`config.mk`:
```
export PLATFORM = sky130hd
export DESIGN_NAME = seeprom_rd_target
export DESIGN_NICKNAME = d
export VERILOG_FILES = /design/src/rtl/seeprom_pkg.sv /design/src/rtl/seeprom_bus_mon.sv /design/src/rtl/seeprom_addr_ctr.sv /design/src/rtl/seeprom_ctrl.sv /design/src/rtl/seeprom_rd_target.sv
export SDC_FILE = /design/constraint.sdc
export NUM_CORES = 1
export LEC_CHECK = 0
export ABC_AREA = 1
export BUFFER_PORTS_ARGS = -buffer_cell sky130_fd_sc_hd__buf_2
export CAP_MARGIN = 20
export CORE_ASPECT_RATIO = 1.2
export CORE_MARGIN = 1
export CORE_UTILIZATION = 40
export CTS_BUF_LIST = sky130_fd_sc_hd__clkbuf_8
export DETAILED_ROUTE_END_ITERATION = 8
export SETUP_SLACK_MARGIN = 0.2
export SYNTH_ARGS = -nofsm -noshare
export SYNTH_HDL_FRONTEND = slang
export SYNTH_SLANG_ARGS = --single-unit
```
`constraint.sdc`:
```
create_clock -name clk -period 1.4 [get_ports clk]
set_input_delay 0.28 -clock clk [delete_from_list [all_inputs] [get_ports clk]]
set_output_delay 0.28 -clock clk [all_outputs]
set_load 0.05 [all_outputs]
```
`src/rtl/seeprom_pkg.sv`:
```
package seeprom_pkg;

  localparam logic [3:0] DEV_TYPE = 4'b1010;

  typedef enum logic [3:0] {
    ST_IDLE,
    ST_RXB,
    ST_RXEND,
    ST_ACK,
    ST_TXB,
    ST_TXEND,
    ST_MACK,
    ST_MACKGO,
    ST_WAIT
  } ctl_state_t;

  typedef enum logic [1:0] {
    PH_DEV,
    PH_WHI,
    PH_WLO
  } rx_phase_t;

endpackage

```
`src/rtl/seeprom_bus_mon.sv`:
```
module seeprom_bus_mon #(
  parameter int SYNC = 2
) (
  input  logic clk,
  input  logic rst_n,
  input  logic scl_i,
  input  logic sda_i,
  output logic scl_q,
  output logic sda_q,
  output logic scl_rise,
  output logic scl_fall,
  output logic start_det,
  output logic stop_det
);

  logic [SYNC:0] scl_p, sda_p;
  logic          scl_prev, sda_prev;

  always_ff @(posedge clk or negedge rst_n) begin
    if (!rst_n) begin
      scl_p <= '1;
      sda_p <= '1;
    end else begin
      scl_p <= {scl_p[SYNC-1:0], scl_i};
      sda_p <= {sda_p[SYNC-1:0], sda_i};
    end
  end

  assign scl_q    = scl_p[SYNC-1];
  assign sda_q    = sda_p[SYNC-1];
  assign scl_prev = scl_p[SYNC];
  assign sda_prev = sda_p[SYNC];

  assign scl_rise  = scl_q & ~scl_prev;
  assign scl_fall  = ~scl_q & scl_prev;
  assign start_det = scl_q & scl_prev & sda_prev & ~sda_q;
  assign stop_det  = scl_q & scl_prev & ~sda_prev & sda_q;

  // bus events are mutually exclusive in any one cycle
  a_r10_events_exclusive: assert property (@(posedge clk) disable iff (!rst_n)
    $onehot0({scl_rise, scl_fall, start_det, stop_det}));

endmodule

```
`src/rtl/seeprom_addr_ctr.sv`:
```
module seeprom_addr_ctr #(
  parameter int ADDR_W = 15
) (
  input  logic              clk,
  input  logic              rst_n,
  input  logic              load_i,
  input  logic [ADDR_W-1:0] load_val_i,
  input  logic              inc_i,
  output logic [ADDR_W-1:0] cnt_o
);

  logic [ADDR_W-1:0] cnt_q, cnt_d;

  always_comb begin
    cnt_d = cnt_q;
    if (load_i)     cnt_d = load_val_i;
    else if (inc_i) cnt_d = cnt_q + ADDR_W'(1);
  end

  always_ff @(posedge clk or negedge rst_n) begin
    if (!rst_n)                cnt_q <= '0;
    else if (load_i || inc_i)  cnt_q <= cnt_d;
  end

  assign cnt_o = cnt_q;

  // stepping from the top address lands on zero
  a_r7_wrap_to_zero: assert property (@(posedge clk) disable iff (!rst_n)
    (inc_i && !load_i && (&cnt_q)) |=> (cnt_q == '0));

  // the pointer moves only on a load or a step
  a_r10_hold_when_idle: assert property (@(posedge clk) disable iff (!rst_n)
    (!load_i && !inc_i) |=> $stable(cnt_q));

endmodule

```
`src/rtl/seeprom_ctrl.sv`:
```
module seeprom_ctrl
  import seeprom_pkg::*;
#(
  parameter int ADDR_W = 15
) (
  input  logic              clk,
  input  logic              rst_n,
  input  logic              scl_q,
  input  logic              sda_q,
  input  logic              scl_rise,
  input  logic              scl_fall,
  input  logic              start_det,
  input  logic              stop_det,
  input  logic [2:0]        dev_sel_i,
  input  logic [7:0]        mem_rdata_i,
  output logic              sda_oe_o,
  output logic              ptr_load_o,
  output logic [ADDR_W-1:0] ptr_val_o,
  output logic              ptr_inc_o
);

  ctl_state_t state_q, state_d;
  rx_phase_t  phase_q, phase_d;
  logic [2:0] bit_q, bit_d;
  logic [7:0] sh_q, sh_d;
  logic [7:0] hi_q, hi_d;
  logic       rw_q, rw_d;
  logic       ackp_q, ackp_d;
  logic       oe_q, oe_d;
  logic [7:0] byte_in;

  assign byte_in   = {sh_q[6:0], sda_q};
  assign ptr_val_o = ADDR_W'({hi_q, byte_in});

  always_comb begin
    state_d    = state_q;
    phase_d    = phase_q;
    bit_d      = bit_q;
    sh_d       = sh_q;
    hi_d       = hi_q;
    rw_d       = rw_q;
    ackp_d     = ackp_q;
    oe_d       = oe_q;
    ptr_load_o = 1'b0;
    ptr_inc_o  = 1'b0;
    if (stop_det) begin
      state_d = ST_IDLE;
      oe_d    = 1'b0;
    end else if (start_det) begin
      state_d = ST_RXB;
      phase_d = PH_DEV;
      bit_d   = 3'd0;
      oe_d    = 1'b0;
    end else begin
      unique case (state_q)
        ST_RXB: if (scl_rise) begin
          sh_d  = byte_in;
          bit_d = bit_q + 3'd1;
          if (bit_q == 3'd7) begin
            state_d = ST_RXEND;
            unique case (phase_q)
              PH_DEV: begin
                ackp_d = (byte_in[7:4] == DEV_TYPE) && (byte_in[3:1] == dev_sel_i);
                rw_d   = byte_in[0];
              end
              PH_WHI: begin
                hi_d   = byte_in;
                ackp_d = 1'b1;
              end
              default: begin
                ackp_d     = 1'b1;
                ptr_load_o = 1'b1;
              end
            endcase
          end
        end
        ST_RXEND: if (scl_fall) begin
          if (ackp_q) begin
            state_d = ST_ACK;
            oe_d    = 1'b1;
          end else begin
            state_d = ST_IDLE;
          end
        end
        ST_ACK: if (scl_fall) begin
          oe_d  = 1'b0;
          bit_d = 3'd0;
          unique case (phase_q)
            PH_DEV: begin
              if (rw_q) begin
                sh_d      = mem_rdata_i;
                oe_d      = ~mem_rdata_i[7];
                ptr_inc_o = 1'b1;
                state_d   = ST_TXB;
              end else begin
                phase_d = PH_WHI;
                state_d = ST_RXB;
              end
            end
            PH_WHI: begin
              phase_d = PH_WLO;
              state_d = ST_RXB;
            end
            default: state_d = ST_WAIT;
          endcase
        end
        ST_TXB: begin
          if (scl_rise) begin
            bit_d = bit_q + 3'd1;
            if (bit_q == 3'd7) state_d = ST_TXEND;
          end else if (scl_fall) begin
            sh_d = {sh_q[6:0], 1'b0};
            oe_d = ~sh_q[6];
          end
        end
        ST_TXEND: if (scl_fall) begin
          oe_d    = 1'b0;
          state_d = ST_MACK;
        end
        ST_MACK: if (scl_rise) begin
          state_d = sda_q ? ST_IDLE : ST_MACKGO;
        end
        ST_MACKGO: if (scl_fall) begin
          sh_d      = mem_rdata_i;
          oe_d      = ~mem_rdata_i[7];
          ptr_inc_o = 1'b1;
          bit_d     = 3'd0;
          state_d   = ST_TXB;
        end
        default: ;
      endcase
    end
  end

  always_ff @(posedge clk or negedge rst_n) begin
    if (!rst_n) begin
      state_q <= ST_IDLE;
      phase_q <= PH_DEV;
      bit_q   <= 3'd0;
      sh_q    <= 8'h00;
      hi_q    <= 8'h00;
      rw_q    <= 1'b0;
      ackp_q  <= 1'b0;
      oe_q    <= 1'b0;
    end else begin
      state_q <= state_d;
      phase_q <= phase_d;
      bit_q   <= bit_d;
      sh_q    <= sh_d;
      hi_q    <= hi_d;
      rw_q    <= rw_d;
      ackp_q  <= ackp_d;
      oe_q    <= oe_d;
    end
  end

  assign sda_oe_o = oe_q;

  // the drive enable only moves while the clock line is low
  a_r9_oe_moves_scl_low: assert property (@(posedge clk) disable iff (!rst_n)
    !$stable(oe_q) |-> !scl_q);

  // in standby the data line is never pulled
  a_r2_standby_released: assert property (@(posedge clk) disable iff (!rst_n)
    (state_q == ST_IDLE) |-> !oe_q);

  // a start always restarts address matching with the line released
  a_r10_start_restarts: assert property (@(posedge clk) disable iff (!rst_n)
    start_det |=> (state_q == ST_RXB) && (phase_q == PH_DEV) && !oe_q);

  // a master non-acknowledge sends the block to standby
  a_r8_nack_standby: assert property (@(posedge clk) disable iff (!rst_n)
    (state_q == ST_MACK && scl_rise && sda_q && !start_det && !stop_det) |=> (state_q == ST_IDLE));

endmodule

```
`src/rtl/seeprom_rd_target.sv`:
```
module seeprom_rd_target #(
  parameter int ADDR_W = 15,
  parameter int SYNC   = 2
) (
  input  logic              clk,
  input  logic              rst_n,
  input  logic              scl_i,
  input  logic              sda_i,
  input  logic [2:0]        dev_sel_i,
  output logic              sda_oe_o,
  output logic [ADDR_W-1:0] mem_addr_o,
  input  logic [7:0]        mem_rdata_i
);

  logic [1:0]        rst_sync;
  logic              rst_n_int;
  logic              scl_q, sda_q, scl_rise, scl_fall, start_det, stop_det;
  logic              ptr_load, ptr_inc;
  logic [ADDR_W-1:0] ptr_val;

  always_ff @(posedge clk or negedge rst_n) begin
    if (!rst_n) rst_sync <= 2'b00;
    else        rst_sync <= {rst_sync[0], 1'b1};
  end
  assign rst_n_int = rst_sync[1];

  seeprom_bus_mon #(.SYNC(SYNC)) i_mon (
    .clk       (clk),
    .rst_n     (rst_n_int),
    .scl_i     (scl_i),
    .sda_i     (sda_i),
    .scl_q     (scl_q),
    .sda_q     (sda_q),
    .scl_rise  (scl_rise),
    .scl_fall  (scl_fall),
    .start_det (start_det),
    .stop_det  (stop_det)
  );

  seeprom_ctrl #(.ADDR_W(ADDR_W)) i_ctrl (
    .clk         (clk),
    .rst_n       (rst_n_int),
    .scl_q       (scl_q),
    .sda_q       (sda_q),
    .scl_rise    (scl_rise),
    .scl_fall    (scl_fall),
    .start_det   (start_det),
    .stop_det    (stop_det),
    .dev_sel_i   (dev_sel_i),
    .mem_rdata_i (mem_rdata_i),
    .sda_oe_o    (sda_oe_o),
    .ptr_load_o  (ptr_load),
    .ptr_val_o   (ptr_val),
    .ptr_inc_o   (ptr_inc)
  );

  seeprom_addr_ctr #(.ADDR_W(ADDR_W)) i_ctr (
    .clk        (clk),
    .rst_n      (rst_n_int),
    .load_i     (ptr_load),
    .load_val_i (ptr_val),
    .inc_i      (ptr_inc),
    .cnt_o      (mem_addr_o)
  );

endmodule

```
Yosys cells after proc, flatten, opt, wreduce, memory -nomap -nowiden

Index checks and enable logic that the tools add are counted.

Register bits: 49
Logic and storage cells: 146

Add/sub/neg operators: 2
Equal/unequal tests: 33
Multiplexer cells: 61
Bitwise logic cells: 15
Reduce and logical (&&, ||, !) cells: 23

Operator list:

| cell                                                   | number |
|---|---|
| two-way mux 7 bit                                      | 7 |
| two-way mux 4 bit                                      | 11 |
| inequality test 4 x 1 -> 1 bit (second input constant) | 11 |
| two-way mux 15 bit                                     | 2 |
| one-hot mux 4 bit (7 select lines)                     | 1 |
| one-hot mux 7 bit (4 select lines)                     | 1 |
| two-way mux 1 bit                                      | 24 |
| AND reduction 10 bit                                   | 2 |
| equality test 4 x 3 -> 1 bit (second input constant)   | 4 |
| adder 15 x 1 -> 15 bit (second input constant)         | 1 |
| two-way mux 3 bit                                      | 5 |
| inequality test 2 x 1 -> 1 bit (second input constant) | 6 |
| AND reduction 6 bit                                    | 2 |
| two-way mux 2 bit                                      | 5 |
| AND reduction 5 bit                                    | 2 |
| nonzero test 9 bit                                     | 1 |
| equality test 4 x 2 -> 1 bit (second input constant)   | 2 |
| NOT 1 bit                                              | 8 |
| one-hot mux 4 bit (2 select lines)                     | 1 |
| AND reduction 8 bit                                    | 1 |
| bitwise AND 1 bit                                      | 7 |
| nonzero test 7 bit                                     | 1 |
| inequality test 3 x 1 -> 1 bit (second input constant) | 2 |
| one-hot mux 3 bit (2 select lines)                     | 1 |
| other kinds (21)                                       | 26 |

Logic depth before layout (Yosys ltp)

Gate-level depths: netlist (run 1).

Depth in word-level cells: 10
Gate-level depth with buffers: 11

Modules after synthesis

Synthesis (run 1) repeated with hierarchy kept, for this count alone.

Cell total of the unflattened synthesis: 372
Area total of the unflattened synthesis: 2,932.8 um^2

By module, submodules not included:

| module            | instances | cells each | area each (um^2) | seq. area each (um^2) |
|---|---|---|---|---|
| seeprom_ctrl      | 1         | 224        | 1,681.6          | 650.6 |
| seeprom_addr_ctr  | 1         | 128        | 998.5            | 375.4 |
| seeprom_bus_mon   | 1         | 17         | 198.9            | 157.7 |
| seeprom_rd_target | 1         | 3          | 53.8             | 50.0 |

Worst setup path after synthesis (run 1)

Ideal clock, no wire load.

Kind: reg-to-reg
Start: reg i_ctr.cnt_q[0] (netlist: i_ctr.cnt_o[0])
End: reg i_ctr.cnt_q[14] (netlist: i_ctr.cnt_o[14])
Setup time: 125 ps
Arrival: 1,668 ps
Setup slack: -393 ps
Cell stages (with the launch flop): 8
Path buffers: 0
Cell sequence: dfrtp_1 > ha_1 > nand3_1 > nor2_1 > nand3_1 > xnor2_1 > nand2_1 > nand3_1

Cells in the longest elaborated chain, start to end: 3

Ends and longest elaborated chain:

| what                   | line                   | RTL |
|---|---|---|
| start, declared        | seeprom_addr_ctr.sv:12 | `logic [ADDR_W-1:0] cnt_q, cnt_d;` |
| start signal, assigned | seeprom_addr_ctr.sv:22 | `else if (load_i \|\| inc_i) cnt_q <= cnt_d;` |
| adder 15 x 1 -> 15 bit | seeprom_addr_ctr.sv:17 | `else if (inc_i) cnt_d = cnt_q + ADDR_W'(1);` |
| two-way mux 15 bit     | seeprom_addr_ctr.sv:17 |  |
| two-way mux 15 bit     | seeprom_addr_ctr.sv:16 | `if (load_i) cnt_d = load_val_i;` |

Every way passes these cells. The select of a mux whose other input is x is not followed.
A chain may end at the register's enable or synchronous reset.

Worst setup path after layout (run 1)

Start: reg i_ctrl.state_q[0]
End: reg i_ctr.cnt_q[1] (netlist: i_ctr.cnt_o[1])

Cells in the longest elaborated chain, start to end: 6

Ends and longest elaborated chain:

| what                                                                    | line                | RTL |
|---|---|---|
| start, declared                                                         | seeprom_ctrl.sv:22  | `ctl_state_t state_q, state_d;` |
| start signal, assigned                                                  | seeprom_ctrl.sv:146 | `state_q <= state_d;` |
| equality test 4 x 3 -> 1 bit, or another cell as far along              | seeprom_ctrl.sv:55  | `unique case (state_q)` |
| one-hot mux 1 bit (2 select lines) or two-way mux 1 bit (tied branches) | seeprom_ctrl.sv:55  |  |
| two-way mux 1 bit                                                       | seeprom_ctrl.sv:49  | `end else if (start_det) begin` |
| two-way mux 1 bit                                                       | seeprom_ctrl.sv:46  | `if (stop_det) begin` |
| nonzero test 2 bit (no line) or logical OR 1 bit (tied branches)        | -                   |  |
| AND reduction 2 bit (no line)                                           | -                   |  |

Several ways; a longest one is shown, not always the timed one.

==> results.json, run 1 <==
{
  "status": "complete, but fails checks",
  "violations": "setup timing",
  "dp_hpwl_microns": 5740,
  "dieHeight_microns": 94.7,
  "cp-start-kind": "flop",
  "numCtsBuffers": 5,
  "arrival_ns": 1.80,
  "grt_use_met2": 0.449,
  "post_drt_wl_per_cell_microns": 14.7,
  "rows": 33,
  "dieArea_sq_um": 7510,
  "vias_per_cell": 5.09,
  "synth-seq-area-share": 0.431,
  "cts-root-buf": "clkbuf_8",
  "layout_common_cells": "nand2_1 (81), buf_4 (70), nand2_2 (33)",
  "antenna_cells": 0,
  "clockBufferDepth": 2,
  "busiest_layer": "met2",
  "syn2layout_area_growth_pct": 61.3,
  "nets": 510,
  "io_buffer_count": 30,
  "grt_overflow": 0,
  "final.setup.tns_ns": -6.62,
  "max_cap_viol_count": 0,
  "io_pins": 31,
  "grt_pass1_vias": 2852,
  "yosys_warnings": 0,
  "cp_max_fo": 7,
  "hold_slack_ns": 0.0705,
  "final_core_util": 0.670,
  "clock_skew_ns": 0.00610,
  "clkTransAtPathRegs_ns": 0.09,
  "post_synth_instance_area_sq_um": 2870,
  "finalHoldViolCount": 0,
  "crit_path_end_kind": "flop",
  "grt_first_pass_wirelength_microns": 13500,
  "rsz0062_at_grt": "true",
  "fin_ws_ns": -0.218,
  "criticalPathCategory": "flop to flop",
  "final_max_slew_viol_count": 0,
  "cp_data_required_time_ns": 1.58,
  "synth-seq-cells": 49,
  "cts_tree": "done",
  "hold_path.class": "input port to flop",
  "syn_avg_cell_area_sq_um": 7.70,
  "die_width_microns": 79.3,
  "grt_util_met3": 0.0329,
  "htreeDepth": 2,
  "final_common_cell": "nand2_1",
  "drc": 0,
  "cts.sinks": 49,
  "grt_max_degree": 48,
  "antenna_found_initial": 0,
  "grtUsageMet1": 0.264,
  "start_util": 0.416,
  "drt_first_pass_iters": 4,
  "min_period_ns": 1.62,
  "setup_viol": 40,
  "insertion_delay_ns": 0.30,
  "postRouteAntennaNets": 0,
  "drive_above_1_share": 0.548,
  "fin_crit_sh": 1.16,
  "num_vias": 2953,
  "peakVddDrop_v": 0.00108,
  "place.gp.congestion": 0.874,
  "grt_usage": 0.236,
  "wirelength_microns": 8550,
  "core_area_sq_um": 6900,
  "p_leak_nw": 2.17,
  "synth_nets": 390,
  "drt_first_iter_violations": 105,
  "synthCells": 372,
  "synth_cell_type_count": 32,
  "power.density_cell_area_nw_per_um2": 1380,
  "fmax_mhz": 618
}
==> cells in the mapped netlist (all sizes together) <==
cell | number | area, sq um
nand2 | 131 | 527
dfrtp | 43 | 1080
nor2 | 39 | 203
inv | 38 | 143
o21ai | 33 | 180
nand3 | 30 | 150
o211ai | 11 | 97.6
xor2 | 7 | 61.3
a21oi | 6 | 45.1
dfstp | 6 | 158
xnor2 | 6 | 52.6
buf | 5 | 52.6
nand4 | 5 | 37.5
nor3 | 5 | 25.0
ha | 3 | 37.5
a31oi | 1 | 6.26
clkbuf | 1 | 3.75
conb | 1 | 3.75
nor4 | 1 | 6.26
==> area by class of cell <==
type / count / area, sq um
Clock buffer: 6 / 82.6
Clock inverter: 2 / 33.8
Fill cell: 533 / 2270
Inverter: 38 / 168
Multi-Input combinational cell: 280 / 1910
Sequential cell: 49 / 1250
Tap cell: 87 / 109
Timing Repair Buffer: 118 / 1060
==> routing by layer <==
layer	wire, microns	up-vias
met4	223	0
met1	3300	1404
li1	-	1450
met3	254	22
met2	4770	77
met5	0	-
==> report_power, final <==
part / internal [mW] / switching, mW / leakage (nW)
Sequential: 1.67 / 0.266 / 0.552
Combinational: 1.50 / 1.93 / 1.55
Clock: 0.575 / 0.459 / 0.0626
Total: 3.75 / 2.65 / 2.17
==> through the flow <==
stage                     total power [mW]  std cells  worst slack [ns]  area, sq um
final                                 6.40        580            -0.218         4620
after global routing                  6.78        580            -0.281         4620
after CTS                             6.05        566            -0.175         4320
after detailed placement              4.44        535            -0.216         3650
after global placement                4.39        535            -0.190         3650
after floorplan                       3.54        372            -0.111         3020
==> worst max-delay path, stage by stage (launching register included) <==
cell and delay (ns):
dfrtp_2 0.44, inv_2 0.07, nor2_4 0.19, buf_6 0.14, nand4_4 0.11, nor2_4 0.17, nor2_4 0.07, clkbuf_16 0.17
nand2_2 0.05, o211ai_1 0.07
==> state kept, by name, indices dropped and copies added, names as in the netlist <==
register	flops
i_ctrl.sh_q	7
i_mon.scl_p	3
i_ctrl.phase_q	2
i_ctrl.sda_oe_o	1
rst_sync	2
i_ctrl.ackp_q	1
i_ctrl.hi_q	7
i_mon.sda_p	3
i_ctr.cnt_o	15
i_ctrl.rw_q	1
i_ctrl.state_q	4
i_ctrl.bit_q	3
==> repair_timing <==
action	4_1_cts	5_1_grt
hold buffers	1	0
gates resized for setup	112	53
gates cloned	2	1
setup buffers	20	13
setup endpoints to repair	56	56
pin swaps	14	23
hold endpoints to repair	2	0
==> kinds of logic (layout without fill, tap and decap cells) <==
family	count (synthesis)	in the layout	share of synthesized area
AND/OR/NAND/NOR	211	212	0.331
AO/OA/AOI/OAI	51	51	0.115
flip-flops	49	49	0.431
buffers and inverters	44	164	0.0694
XOR/XNOR	13	13	0.0397
adder cells (fa/ha/maj)	3	3	0.0131
other	1	1	0.00131
==> path summary, 6_finish.rpt <==
| kind | start | end | slack, ns | cells past startpoint |
|---|---|---|---|---|
| setup reg to reg | i_ctrl.state_q[0] | i_ctr.cnt_o[1] | -0.22 | 9 |
| hold reg to reg | rst_sync[1] | i_ctr.cnt_o[3] | 0.25 | 1 |
| max in group asynchronous | rst_sync[1] | i_mon.sda_p[2] | 0.88 | 1 |
| hold / removal | sda_i | i_mon.sda_p[0] | 0.07 | 1 |
| setup / recovery | i_ctrl.state_q[0] | i_ctr.cnt_o[1] | -0.22 | 9 |
| min in group asynchronous | rst_sync[1] | i_ctr.cnt_o[3] | 0.25 | 1 |
(Power assumes the default switching activity.)
==> run 2: changes to the inputs <==
CORE_MARGIN = 2   (was 1)
GPL_TIMING_DRIVEN = 0   (was default)
SETUP_SLACK_MARGIN = 0.05   (was 0.2)
==> run 2 against run 1 <==
Compared with the run above: the flow still finishes with violations (setup timing); global-route usage is 4.6 points lower; sequential share of layout area rose by 5.2 points; non-clock buffer count down 54; worst hold slack got worse by 0.0031 ns; critical path depth is the same; highest routed layer unchanged.
==> results.json, run 2 (synthesis results as in run 1) <==
{
  "syn2layout_area_growth_pct": 35.2,
  "clockBufferDepth": 2,
  "htreeDepth": 2,
  "io_pins": 31,
  "insertion_delay_ns": 0.31,
  "grt_usage": 0.190,
  "finalHoldViolCount": 0,
  "grt_first_pass_wirelength_microns": 11900,
  "multi_input_area_sq_um": 1760,
  "max_cap_viol_count": 0,
  "cp_slowest_cell": "dfstp_2",
  "cp_data_required_time_ns": 1.60,
  "final_cells": 525,
  "core_area_sq_um": 6900,
  "p_sw_frac": 0.440,
  "power_frac_seq": 0.379,
  "place_inst": 489,
  "dieArea_sq_um": 7860,
  "drt_first_iter_violations": 87,
  "slowest_delay_ns": 0.57,
  "hold_slack_ns": 0.0674,
  "violations": "setup timing",
  "crit_path_end_kind": "flop",
  "power_mw": 5.21,
  "fmax_mhz": 619,
  "p_leak_nw": 1.80,
  "fin_ws_ns": -0.216,
  "antenna_found_initial": 0,
  "vias_per_cell": 5.13,
  "register_area_sq_um": 1250,
  "cp_max_fo": 5,
  "criticalPathCategory": "flop to flop",
  "cts_tree": "done",
  "dieHeight_microns": 96.7,
  "p_switching_mw": 2.29,
  "worstHoldStart": "scl_i",
  "hold_path.class": "input port to flop",
  "cts-root-buf": "clkbuf_8",
  "arrival_ns": 1.81,
  "drt_first_pass_iters": 4,
  "largest_reg_flops": 15,
  "postRouteAntennaNets": 0,
  "peakVddDrop_v": 0.000887,
  "final_common_cell": "nand2_1",
  "rsz0062_at_grt": "true",
  "dp_hpwl_microns": 5180,
  "critPathLaunch": "i_mon.scl_p[2]",
  "min_period_ns": 1.62,
  "crit_path_frequent_cell": "buf_6",
  "final.setup.tns_ns": -6.10,
  "cp-start-kind": "flop",
  "status": "complete, but fails checks",
  "nets": 455,
  "clkTransAtPathRegs_ns": 0.11,
  "rows": 33,
  "grt_pass1_vias": 2559,
  "p_clk_frac": 0.166,
  "layout_common_cells": "nand2_1 (98), dfrtp_1 (28), inv_1 (27)",
  "antenna_cells": 0,
  "grt_max_degree": 48,
  "die_width_microns": 81.3,
  "nFillCells": 654,
  "numCtsBuffers": 5,
  "num_vias": 2691,
  "r2r_start": "i_mon.scl_p[2]",
  "cts.sinks": 49,
  "post_drt_wl_per_cell_microns": 14.1,
  "io_buffer_count": 30,
  "power_frac_comb": 0.456,
  "crit_path_cell_trace": "buf_6 > nand2_4 > inv_6 > nand3_4 > o21ai_4 > nor2_4 > buf_6 > nand2_2 > o211ai_1",
  "setup_viol": 39,
  "place.gp.congestion": 0.848,
  "grt_overflow": 0,
  "p_int_mw": 2.92,
  "clock_skew_ns": 0.0196,
  "path_buf_inv": 3,
  "start_util": 0.416,
  "final_max_slew_viol_count": 0,
  "crit_family": "flip-flops",
  "reg2reg_slack_ns": -0.22,
  "wirelength_microns": 7390,
  "drc": 0,
  "fin_crit_sh": 1.15,
  "power.density_cell_area_nw_per_um2": 1340,
  "drive_above_1_share": 0.429
}
run 2: changes by cell type in the layout (fill, tap and decap cells not counted), moves of 3 or more:
| cell | change |
|---|---|
| nand2_2 | -9 |
| nand2_4 | -7 |
| inv_2 | -4 |
| inv_1 | +3 |
| buf_8 | -8 |
| buf_4 | -54 |
| buf_6 | -6 |
| nand2_1 | +17 |
| nor2_1 | +3 |
| clkbuf_4 | +5 |
| buf_2 | +12 |
run 2: what timing repair did:
action,4_1_cts,5_1_grt
gates resized for setup,33,66
pin swaps,5,10
setup endpoints to repair,42,46
cloned,3,1
hold buffers,1,0
hold endpoints to repair,2,0
setup buffers,9,14
run 2: area by class of cell:
class	instances	area share
sequential	49	0.323
timing repair buffer	58	0.112
clock buffer	5	0.0178
buffer	6	0.0158
multi-input combinational	279	0.455
tap	87	0.0281
clock inverter	3	0.00549
inverter	38	0.0426
run 2: path summary, 6_finish.rpt:
| path | endpoint | cells after the start |
|---|---|---|
| max | i_ctr.cnt_o[6] | 9 |
| min | i_mon.scl_p[0] | 1 |
| min reg2reg | i_ctr.cnt_o[3] | 0 |
| max reg2reg | i_ctr.cnt_o[6] | 9 |
| min in group asynchronous | i_ctr.cnt_o[3] | 0 |
| max in group asynchronous | i_ctrl.sh_q[0] | 1 |
run 2: power by group through the flow:
stage               Sequential, mW  Combinational (mW)  Clock, mW
global placement              1.94                1.97          0
floorplan                     1.99                1.52          0
CTS                           1.96                2.05      0.897
finish                        1.97                2.37      0.863
global route                  2.01                2.66      0.948
detailed placement            1.95                2.00          0
run 2: layer usage:
layer | global-route usage | wire [microns] | vias to the layer above
met5 | 0 | 0 | -
met4 | 0.0522 | 102 | 0
met3 | 0.0317 | 178 | 11
met2 | 0.341 | 4140 | 31
met1 | 0.228 | 2970 | 1314
li1 | - | - | 1335
run 2: worst reg2reg max path: cells and delay by family, from the launching register on:
| kind | cells | cell delay [ns] |
|---|---|---|
| AOI/OAI and AO/OA | 2 | 0.28 |
| buffers and inverters | 3 | 0.36 |
| DFF | 1 | 0.57 |
| and+or+nand+nor | 4 | 0.30 |
run 2: per-stage QoR:
| step | instance area, sq um | util | worst slack (ns) |
|---|---|---|---|
| 5_1_grt | 3870 | 0.562 | -0.304 |
| 3_5_place_dp | 3260 | 0.473 | -0.426 |
| 4_1_cts | 3540 | 0.513 | -0.230 |
| 6_report | 3870 | 0.562 | -0.216 |
| 2_1_floorplan | 3000 | - | -0.111 |
| 3_3_place_gp | 3260 | 0.473 | -0.414 |
